`config.mk`:
```
export PLATFORM = sky130hd
export DESIGN_NAME = sr_path_switch
export DESIGN_NICKNAME = d
export VERILOG_FILES = /design/src/rtl/sr_pkg.sv /design/src/rtl/sr_crc.sv /design/src/rtl/sr_route_decide.sv /design/src/rtl/sr_fanout.sv /design/src/rtl/sr_path_switch.sv
export SDC_FILE = /design/constraint.sdc
export NUM_CORES = 1
export LEC_CHECK = 0
export BUFFER_PORTS_ARGS = -buffer_cell sky130_fd_sc_hd__clkbuf_2
export CORE_MARGIN = 2
export CORE_UTILIZATION = 64
export CTS_BUF_LIST = sky130_fd_sc_hd__clkbuf_8
export DETAILED_ROUTE_END_ITERATION = 10
export PLACE_DENSITY = 0.95
export SETUP_SLACK_MARGIN = 0.4
export SLEW_MARGIN = 0
export SYNTH_ARGS = -nofsm -noshare
export SYNTH_HDL_FRONTEND = slang
export SYNTH_SLANG_ARGS = --single-unit
```
`constraint.sdc`:
```
create_clock -name clk_i -period 3.6 [get_ports clk_i]
set_input_delay 0.36 -clock clk_i [delete_from_list [all_inputs] [get_ports clk_i]]
set_output_delay 0.36 -clock clk_i [all_outputs]
set_load 0.005 [all_outputs]
```
`src/rtl/sr_pkg.sv`:
```
package sr_pkg;
  localparam int PORT_W   = 3;
  localparam int MAX_HOPS = 8;
  localparam int HIDX_W   = $clog2(MAX_HOPS);
  localparam int PTR_W    = 4;
  localparam int SRC_W    = 4;
  localparam int NUM_SRC  = 2 ** SRC_W;
  localparam int MASK_W   = 8;
  localparam int PAY_W    = 16;
  localparam int CRC_W    = 8;
  localparam int REASON_W = 4;

  typedef logic [PORT_W-1:0] port_t;

  typedef enum logic [1:0] {
    K_DATA   = 2'd0,
    K_NOTICE = 2'd1,
    K_CRCREP = 2'd2,
    K_RSVD   = 2'd3
  } kind_e;

  typedef enum logic [REASON_W-1:0] {
    RS_NONE      = 4'd0,
    RS_LINK_DOWN = 4'd1,
    RS_BAD_PTR   = 4'd2,
    RS_BAD_PORT  = 4'd3,
    RS_MC_EMPTY  = 4'd4
  } reason_e;

  typedef struct packed {
    kind_e                     kind;
    logic                      mcast;
    logic [PTR_W-1:0]          ptr;
    logic [PTR_W-1:0]          hcnt;
    port_t [MAX_HOPS-1:0]      hops;
    logic [MASK_W-1:0]         pmask;
    logic [SRC_W-1:0]          src;
    logic [PAY_W-1:0]          payload;
    logic [CRC_W-1:0]          crc;
  } pkt_t;

  localparam int PKT_W  = $bits(pkt_t);
  localparam int BODY_W = PKT_W - CRC_W;
endpackage

```
`src/rtl/sr_crc.sv`:
```
module sr_crc #(
  parameter int                DATA_W = 63,
  parameter int                CRC_W  = 8,
  parameter logic [CRC_W-1:0]  POLY   = 8'h07
) (
  input  logic [DATA_W-1:0] data_i,
  output logic [CRC_W-1:0]  crc_o
);
  logic [CRC_W-1:0] acc;
  logic             fb;

  always_comb begin
    acc = '0;
    fb  = 1'b0;
    for (int i = DATA_W - 1; i >= 0; i--) begin
      fb  = acc[CRC_W-1] ^ data_i[i];
      acc = {acc[CRC_W-2:0], 1'b0} ^ (fb ? POLY : '0);
    end
  end

  assign crc_o = acc;
endmodule

```
`src/rtl/sr_route_decide.sv`:
```
module sr_route_decide
  import sr_pkg::*;
#(
  parameter int               NUM_PORTS = 6,
  parameter logic [SRC_W-1:0] SWITCH_ID = 4'hA,
  parameter int               MGMT_PORT = 0
) (
  input  pkt_t                 pkt_i,
  input  port_t                port_i,
  input  logic                 crc_ok_i,
  input  logic [NUM_PORTS-1:0] link_up_i,
  input  logic [NUM_SRC-1:0]   src_allow_i,
  output logic [NUM_PORTS-1:0] mask_o,
  output pkt_t                 pkt_o
);
  localparam logic [MASK_W-1:0]    PORT_EXIST = MASK_W'((1 << NUM_PORTS) - 1);
  localparam logic [NUM_PORTS-1:0] MGMT_OH    = NUM_PORTS'(1) << MGMT_PORT;

  logic [MASK_W-1:0] up_w, in_oh, mc_set;
  logic [HIDX_W-1:0] hidx;
  port_t             hop;
  reason_e           reason;
  logic [PTR_W-1:0]  lim, ret_len;

  assign up_w   = MASK_W'(link_up_i);
  assign in_oh  = MASK_W'(1) << port_i;
  assign mc_set = pkt_i.pmask & up_w & PORT_EXIST & ~in_oh;
  assign hidx   = pkt_i.ptr[HIDX_W-1:0];
  assign hop    = pkt_i.hops[hidx];

  // reason code in precedence order
  always_comb begin
    reason = RS_NONE;
    if (pkt_i.mcast) begin
      if (mc_set == '0) reason = RS_MC_EMPTY;
    end else if (pkt_i.hcnt > PTR_W'(MAX_HOPS) || pkt_i.ptr >= pkt_i.hcnt) begin
      reason = RS_BAD_PTR;
    end else if (int'(hop) >= NUM_PORTS) begin
      reason = RS_BAD_PORT;
    end else if (!up_w[hop]) begin
      reason = RS_LINK_DOWN;
    end
  end

  // hops already consumed upstream, bounded by list size
  always_comb begin
    lim     = (pkt_i.ptr < pkt_i.hcnt) ? pkt_i.ptr : pkt_i.hcnt;
    ret_len = (lim > PTR_W'(MAX_HOPS)) ? PTR_W'(MAX_HOPS) : lim;
  end

  always_comb begin
    pkt_o  = pkt_i;
    mask_o = '0;
    if (!crc_ok_i) begin
      pkt_o         = '0;
      pkt_o.kind    = K_CRCREP;
      pkt_o.src     = SWITCH_ID;
      pkt_o.payload = PAY_W'({port_i, pkt_i.crc});
      mask_o        = link_up_i & MGMT_OH;
    end else if (!src_allow_i[pkt_i.src]) begin
      mask_o = '0;
    end else if (reason == RS_NONE) begin
      if (pkt_i.mcast) begin
        mask_o = mc_set[NUM_PORTS-1:0];
      end else begin
        pkt_o.hops[hidx] = port_i;
        pkt_o.ptr        = pkt_i.ptr + PTR_W'(1);
        mask_o           = NUM_PORTS'(1) << hop;
      end
    end else if (pkt_i.kind == K_DATA && up_w[port_i]) begin
      pkt_o      = '0;
      pkt_o.kind = K_NOTICE;
      pkt_o.src  = SWITCH_ID;
      pkt_o.hcnt = ret_len;
      for (int j = 0; j < MAX_HOPS; j++) begin
        if (j < int'(ret_len))
          pkt_o.hops[j] = pkt_i.hops[HIDX_W'(int'(ret_len) - 1 - j)];
      end
      pkt_o.payload = {reason, 1'b0, port_i, pkt_i.src, 4'h0};
      mask_o        = NUM_PORTS'(1) << port_i;
    end
  end
endmodule

```
`src/rtl/sr_fanout.sv`:
```
module sr_fanout #(
  parameter int NUM_PORTS = 6,
  parameter int PKT_W     = 71
) (
  input  logic                 clk_i,
  input  logic                 rst_ni,
  input  logic                 load_i,
  input  logic [NUM_PORTS-1:0] mask_i,
  input  logic [PKT_W-1:0]     pkt_i,
  input  logic [NUM_PORTS-1:0] out_ready_i,
  output logic [NUM_PORTS-1:0] out_valid_o,
  output logic [PKT_W-1:0]     pkt_o,
  output logic                 idle_o
);
  logic [NUM_PORTS-1:0] pend_q, pend_d;
  logic [PKT_W-1:0]     pkt_q;

  always_comb begin
    pend_d = pend_q & ~out_ready_i;
    if (load_i) pend_d = mask_i;
  end

  always_ff @(posedge clk_i or negedge rst_ni) begin
    if (!rst_ni) begin
      pend_q <= '0;
      pkt_q  <= '0;
    end else begin
      pend_q <= pend_d;
      if (load_i) pkt_q <= pkt_i;
    end
  end

  assign out_valid_o = pend_q;
  assign pkt_o       = pkt_q;
  assign idle_o      = (pend_q == '0);

  AST_PEND_SHRINK: assert property (@(posedge clk_i) disable iff (!rst_ni)
    (pend_q != '0) |=> ((pend_q & ~$past(pend_q)) == '0));
  AST_PKT_HOLD: assert property (@(posedge clk_i) disable iff (!rst_ni)
    (pend_q != '0) |=> $stable(pkt_q));

  for (genvar g = 0; g < NUM_PORTS; g++) begin : g_hold
    AST_VALID_HOLD: assert property (@(posedge clk_i) disable iff (!rst_ni)
      (out_valid_o[g] && !out_ready_i[g]) |=> out_valid_o[g]);
  end
endmodule

```
`src/rtl/sr_path_switch.sv`:
```
module sr_path_switch
  import sr_pkg::*;
#(
  parameter int               NUM_PORTS = 6,
  parameter logic [SRC_W-1:0] SWITCH_ID = 4'hA,
  parameter int               MGMT_PORT = 0
) (
  input  logic                 clk_i,
  input  logic                 rst_ni,
  input  logic [NUM_PORTS-1:0] link_up_i,
  input  logic [NUM_SRC-1:0]   src_allow_i,
  input  logic                 in_valid_i,
  output logic                 in_ready_o,
  input  logic [PORT_W-1:0]    in_port_i,
  input  logic [PKT_W-1:0]     in_pkt_i,
  output logic [NUM_PORTS-1:0] out_valid_o,
  input  logic [NUM_PORTS-1:0] out_ready_i,
  output logic [PKT_W-1:0]     out_pkt_o
);
  pkt_t                 in_pkt, dec_pkt, ld_pkt;
  logic [CRC_W-1:0]     crc_in, crc_gen, crc_chk;
  logic                 crc_ok, idle, in_fire;
  logic [NUM_PORTS-1:0] dec_mask;
  logic [MASK_W-1:0]    dec_mask_w;

  assign in_pkt     = pkt_t'(in_pkt_i);
  assign in_ready_o = idle;
  assign in_fire    = in_valid_i & idle;
  assign crc_ok     = (crc_in == in_pkt.crc);
  assign dec_mask_w = MASK_W'(dec_mask);

  sr_crc #(.DATA_W(BODY_W), .CRC_W(CRC_W)) u_crc_in (
    .data_i(in_pkt_i[PKT_W-1:CRC_W]), .crc_o(crc_in));

  sr_route_decide #(.NUM_PORTS(NUM_PORTS), .SWITCH_ID(SWITCH_ID), .MGMT_PORT(MGMT_PORT)) u_decide (
    .pkt_i(in_pkt), .port_i(in_port_i), .crc_ok_i(crc_ok), .link_up_i(link_up_i),
    .src_allow_i(src_allow_i), .mask_o(dec_mask), .pkt_o(dec_pkt));

  sr_crc #(.DATA_W(BODY_W), .CRC_W(CRC_W)) u_crc_gen (
    .data_i(dec_pkt[PKT_W-1:CRC_W]), .crc_o(crc_gen));

  always_comb begin
    ld_pkt     = dec_pkt;
    ld_pkt.crc = crc_gen;
  end

  sr_fanout #(.NUM_PORTS(NUM_PORTS), .PKT_W(PKT_W)) u_fanout (
    .clk_i(clk_i), .rst_ni(rst_ni), .load_i(in_fire), .mask_i(dec_mask),
    .pkt_i(ld_pkt), .out_ready_i(out_ready_i), .out_valid_o(out_valid_o),
    .pkt_o(out_pkt_o), .idle_o(idle));

  sr_crc #(.DATA_W(BODY_W), .CRC_W(CRC_W)) u_crc_chk (
    .data_i(out_pkt_o[PKT_W-1:CRC_W]), .crc_o(crc_chk));

  AST_OUT_CRC_GOOD: assert property (@(posedge clk_i) disable iff (!rst_ni)
    (out_valid_o != '0) |-> (crc_chk == out_pkt_o[CRC_W-1:0]));
  AST_UNICAST_ONEHOT: assert property (@(posedge clk_i) disable iff (!rst_ni)
    (in_fire && !in_pkt.mcast) |-> $onehot0(dec_mask));
  AST_MC_SKIP_INGRESS: assert property (@(posedge clk_i) disable iff (!rst_ni)
    (in_fire && crc_ok && in_pkt.mcast && dec_pkt.kind != K_NOTICE) |-> !dec_mask_w[in_port_i]);
  AST_CRC_TO_MGMT: assert property (@(posedge clk_i) disable iff (!rst_ni)
    (in_fire && !crc_ok) |-> ((dec_mask & ~(NUM_PORTS'(1) << MGMT_PORT)) == '0));
endmodule

```
==> results of run 1 <==
## cells by family after synthesis
family          synth area share [%]
compound gates                  16.6
xor+xnor                        34.3
fa+ha+maj                       1.42
buf+inv                         6.05
flops                           16.8
mux                             10.3
simple gates                    14.5
## per-stage QoR
stage | util, % | setup TNS [ns] | hold slack (ns) | cells
after global placement | 89.2 | -146.94 | 0.450 | 1973
after floorplan | - | -129.15 | 0.0644 | 1249
after detailed placement | 89.2 | -209.88 | 0.468 | 1973
## synth_stat cells (all sizes together) (10+ instances only)
cell type / n
o22ai: 19
nand2b: 10
mux4: 14
ha: 13
inv: 31
nor2: 72
o221ai: 12
mux2i: 70
o31ai: 31
a22oi: 10
xnor2: 150
a21oi: 46
xor2: 58
o21ai: 70
dfrtp: 77
nor3: 21
nand2: 181
nand3: 33
buf: 42
a31oi: 14
clkbuf: 58
xor3: 15
xnor3: 68
mux2: 14
==> results.md, run 1 <==
- TritonCTS buffer count: 9
- Synth cell types: 92
- YS warnings: 0
- Synth top area share: 16.8%
- Root buf cell: clkbuf_8
- Status: did not finish
- Initial core utilization: 65.8%
- Post-synth net total: 1367
- Syn avg cell area: 9.18 um^2
- Synth area leaders: dfrtp_1, xnor3_1, xnor2_1
- Main synth FF type: dfrtp_1
- Core Rows: 48
- Async set-reset flop share out of synthesis: 100%
- Cells after Synth: 1249
- Tool Error: [ERROR DPL-0038] Utilization greater than 100%, impossible to legalize
- DPL Wire Length: 46000 um
- Placed Area: 0.0155 mm^2
- GP Congestion: 1.19
- Cell Area, Synth: 0.0115 mm^2
- Clock Path Buffers: 2
- Setup bufs post-CTS: 80
- Htree depth: 3
- Register bit total from synthesis: 77
- IO Port Bufs: 182
- Chip height: 138 um
- Fail Step: 4_1_cts
- DIE WIDTH: 138 um
- Clock sinks: 77
- I/O Pins: 183
- Post-synth EDFFs: 0
- Post-placement worst setup slack: -3.64 ns
- CTS resizes: 313
- Synth area leader: dfrtp_1
- Sequential share of the synthesized area: 16.8%
- # hold bufs at CTS: 0
==> inputs of run 2 (changes only) <==
--- a/config.mk
+++ b/config.mk
@@ -7,11 +7,9 @@
 export LEC_CHECK = 0
 export BUFFER_PORTS_ARGS = -buffer_cell sky130_fd_sc_hd__clkbuf_2
 export CORE_MARGIN = 2
-export CORE_UTILIZATION = 64
-export CTS_BUF_LIST = sky130_fd_sc_hd__clkbuf_8
+export CORE_UTILIZATION = 40
 export DETAILED_ROUTE_END_ITERATION = 10
-export PLACE_DENSITY = 0.95
-export SETUP_SLACK_MARGIN = 0.4
+export PLACE_DENSITY_LB_ADDON = 0.15
 export SLEW_MARGIN = 0
 export SYNTH_ARGS = -nofsm -noshare
 export SYNTH_HDL_FRONTEND = slang
==> run 2 against run 1 <==
  * The flow now finishes, with violations (negative setup slack)
  * Synthesized cell count did not move
  * Synthesized area unchanged
==> results.md, run 2 <==
- Status: finished with violations
- Violated checks: negative setup slack
- Overflow after GRT: 0
- Crit path max-delay family: XOR/XNOR gates
- Final min period: 6.15 ns
- Synth area leader: dfrtp_1
- Synth top area share: 16.8% (unchanged)
- First-pass GRT wire length: 71900 um
- YS warnings: 0 (unchanged)
- Max_cap viols: 0
- 1st-iter DRT viols: 1001
- Critical R2R Launch: u_fanout.out_valid_o[3]$_DFF_PN0_
- Most frequent cells in the layout: buf_4, nand2_1, clkbuf_2, xnor2_1, dfrtp_1
- WP depth: 28
- Root buf cell: clkbuf_16
- Crit path from: in_pkt_i[61]
- Most common cell in the netlist: nand2_1
- Complex-gate fraction of the synthesized area: 16.6% (unchanged)
- Worst reg2reg path endpoint: u_fanout.pkt_o[25]$_DFFE_PN0P_
- Htree depth: 3 (unchanged)
- Core area: 0.0280 mm^2
- DRC: 0
- Gr usage total: 31.1%
- Reg clk slew, reported paths: 0.06 ns
- Area delta synth->final: 61.1%
- Simple-gate share of the synthesized area: 14.5% (unchanged)
- Main synth FF type: dfrtp_1
- Post-Route WL: 49200 um
- Final setup viols: 77
- Vias: 12400
- Slew Viols, Final: 0
- CP max-delay cell: a2111oi_4
- Largest net degree at the start of global routing: 65
- Reg-to-reg setup timing slack: 1.25 ns
- Post-synthesis mux area share: 10.3% (unchanged)
- Nature of the critical path startpoint: input port
- Synth cell types: 92 (unchanged)
- Rel. slew slack: 45.4%
- Commonest cells in the netlist: nand2_1, xnor2_1, dfrtp_1, mux2i_1, nor2_1
- Final worst-path cycle share: 171%
- Register bit total from synthesis: 77 (unchanged)
- Die area: 0.0300 mm^2
- Final WS setup: -2.55 ns
- Crit-path max FO: 4
- Final net count: 2002
- Vias per inst: 5.48
- Clock Skews: 0.00935 ns
- CP required: 3.83 ns
- Post-Synth Adder-Cell Area: 1.42% (unchanged)
- R2R depth: 7
- Clock Path Buffers: 2 (unchanged)
- Final Hold Vio Count: 0
- Routed WL per cell: 21.7 um
- Worst slew pin tran: 0.820 ns
- Max reg flops: 71
- Crit Path Class: input port to register
- Hold Path Class: input port to asynchronous set/reset pin
- Arrival time at the worst endpoint: 6.38 ns
- DPL Wire Length: 37800 um (-18%)
- Pre-Repair DR Iteration Count: 5
- Placed Area: 0.0161 mm^2 (+3.6%)
- Clock latency at the later pin of the worst-skew pair: 0.35 ns
- Max incr delay on CP: 0.45 ns
- Post-synth net total: 1367 (unchanged)
- Design Area, Final: 0.0185 mm^2
- Chip height: 173 um (+26%)
- Async set-reset flop share out of synthesis: 100% (unchanged)
- Syn avg cell area: 9.18 um^2 (unchanged)
- Post-synth EDFFs: 0 (unchanged)
- DIE WIDTH: 173 um (+26%)
- Clock sinks: 77 (unchanged)
- Most common cell after layout, fill and taps aside: buf_4
- Post-DRT Antenna Nets: 0
- Vias in the first global route: 12100
- Initial core utilization: 40.9% (-25 points)
- Cell Area, Synth: 0.0115 mm^2 (unchanged)
- Share of post-route cells with drive strength above 1: 53.5%
- Worst setup EP type: register
- TritonCTS buffer count: 9 (unchanged)
- I/O Pins: 183 (unchanged)
- RSZ-0062 raised after global routing: yes
- IO Port Bufs: 182 (unchanged)
- Sequential share of the synthesized area: 16.8% (unchanged)
- Main combinational cell family by area after synthesis: XOR/XNOR gates
- Synth area leaders: dfrtp_1, xnor3_1, xnor2_1
- GP Congestion: 0.970 (-18%)
- Post-Synth XOR/XNOR Area: 34.3% (unchanged)
- CTS tree: yes
- Buf+Inv Stages, Crit Path: 6
- Initial antenna violation count: 1
- Fmax: 162 MHz
- CP endpoint: u_fanout.pkt_o[2]$_DFFE_PN0P_
- Cells after Synth: 1249 (unchanged)
- Final Util: 65.9%
- Core Rows: 61 (+27%)
==> run 2: cell counts after synthesis <==
No cell type changed its count.
==> run 2: cell type report <==
cell class	instances	area [um^2]
multi-input combinational	1038	10100
fill	2292	9550
timing repair buffer	725	5480
sequential	77	1930
tap	378	473
clock buffer	9	225
inverter	33	149
clock inverter	7	120
antenna	1	2.50
==> run 2: worst min path at each step <==
stage	from	end	slack (ns)	cells past startpoint
2_1_floorplan	rst_ni	u_fanout.out_valid_o[0]$_DFF_PN0_	0.06	0
3_3_place_gp	rst_ni	u_fanout.pkt_o[44]$_DFFE_PN0P_	0.44	1
3_5_place_dp	rst_ni	u_fanout.pkt_o[49]$_DFFE_PN0P_	0.45	1
4_1_cts	rst_ni	u_fanout.pkt_o[49]$_DFFE_PN0P_	0.08	1
5_1_grt	rst_ni	u_fanout.pkt_o[42]$_DFFE_PN0P_	0.13	1
6_report	rst_ni	u_fanout.pkt_o[48]$_DFFE_PN0P_	0.07	1
==> run 2: cells by family after synthesis <==
kind of cell,count (synthesis)
adders and majority gates,13
buffers and inverters,134
muxes,98
and+or+nand+nor,365
xor gates and xnor gates,291
AOI/OAI and AO/OA,271
DFF,77
==> run 2: timing repair <==
| action | 4_1_cts | 5_1_grt |
|---|---|---|
| resized for setup | 139 | 143 |
| gates cloned | 0 | 8 |
| endpoints found under the setup margin | 77 | 77 |
| hold buffers | 0 | 0 |
| pin swaps | 64 | 59 |
| buffers inserted | 32 | 41 |
| hold endpoints to repair | 0 | 0 |
==> run 2: stage by stage <==
stage          std cells  hold slack [ns]  TNS (ns)  setup slack, ns
2_1_floorplan       1249           0.0644   -129.15            -2.73
3_3_place_gp        2174            0.443   -155.56            -2.93
3_5_place_dp        2174            0.448   -160.35            -3.04
4_1_cts             2221           0.0822   -108.08            -2.47
5_1_grt             2267            0.125   -129.27            -2.73
6_report            2268           0.0708   -116.36            -2.55
==> run 2: worst register-to-register path: stages (launching register included) <==
cell	delay (ns)
dfrtp_1	0.38
inv_1	0.14
nand4_1	0.12
nor3_1	0.39
and2_1	0.71
buf_4	0.34
nor2_1	0.06
a21oi_1	0.12
==> run 2: layer usage <==
metal	vias up	part of all wire (%)	track usage [%]	wire, um
met5	-	0	0	0
li1	5733	-	-	-
met3	115	7.1	4.19	3480
met4	0	4.2	10.4	2050
met1	6018	40	40.3	19900
met2	566	48	53.4	23800
Power of run 2 is left out: the tool's default activity adds up to more than one toggle a clock period on the data nets, which glitch-free logic cannot reach.
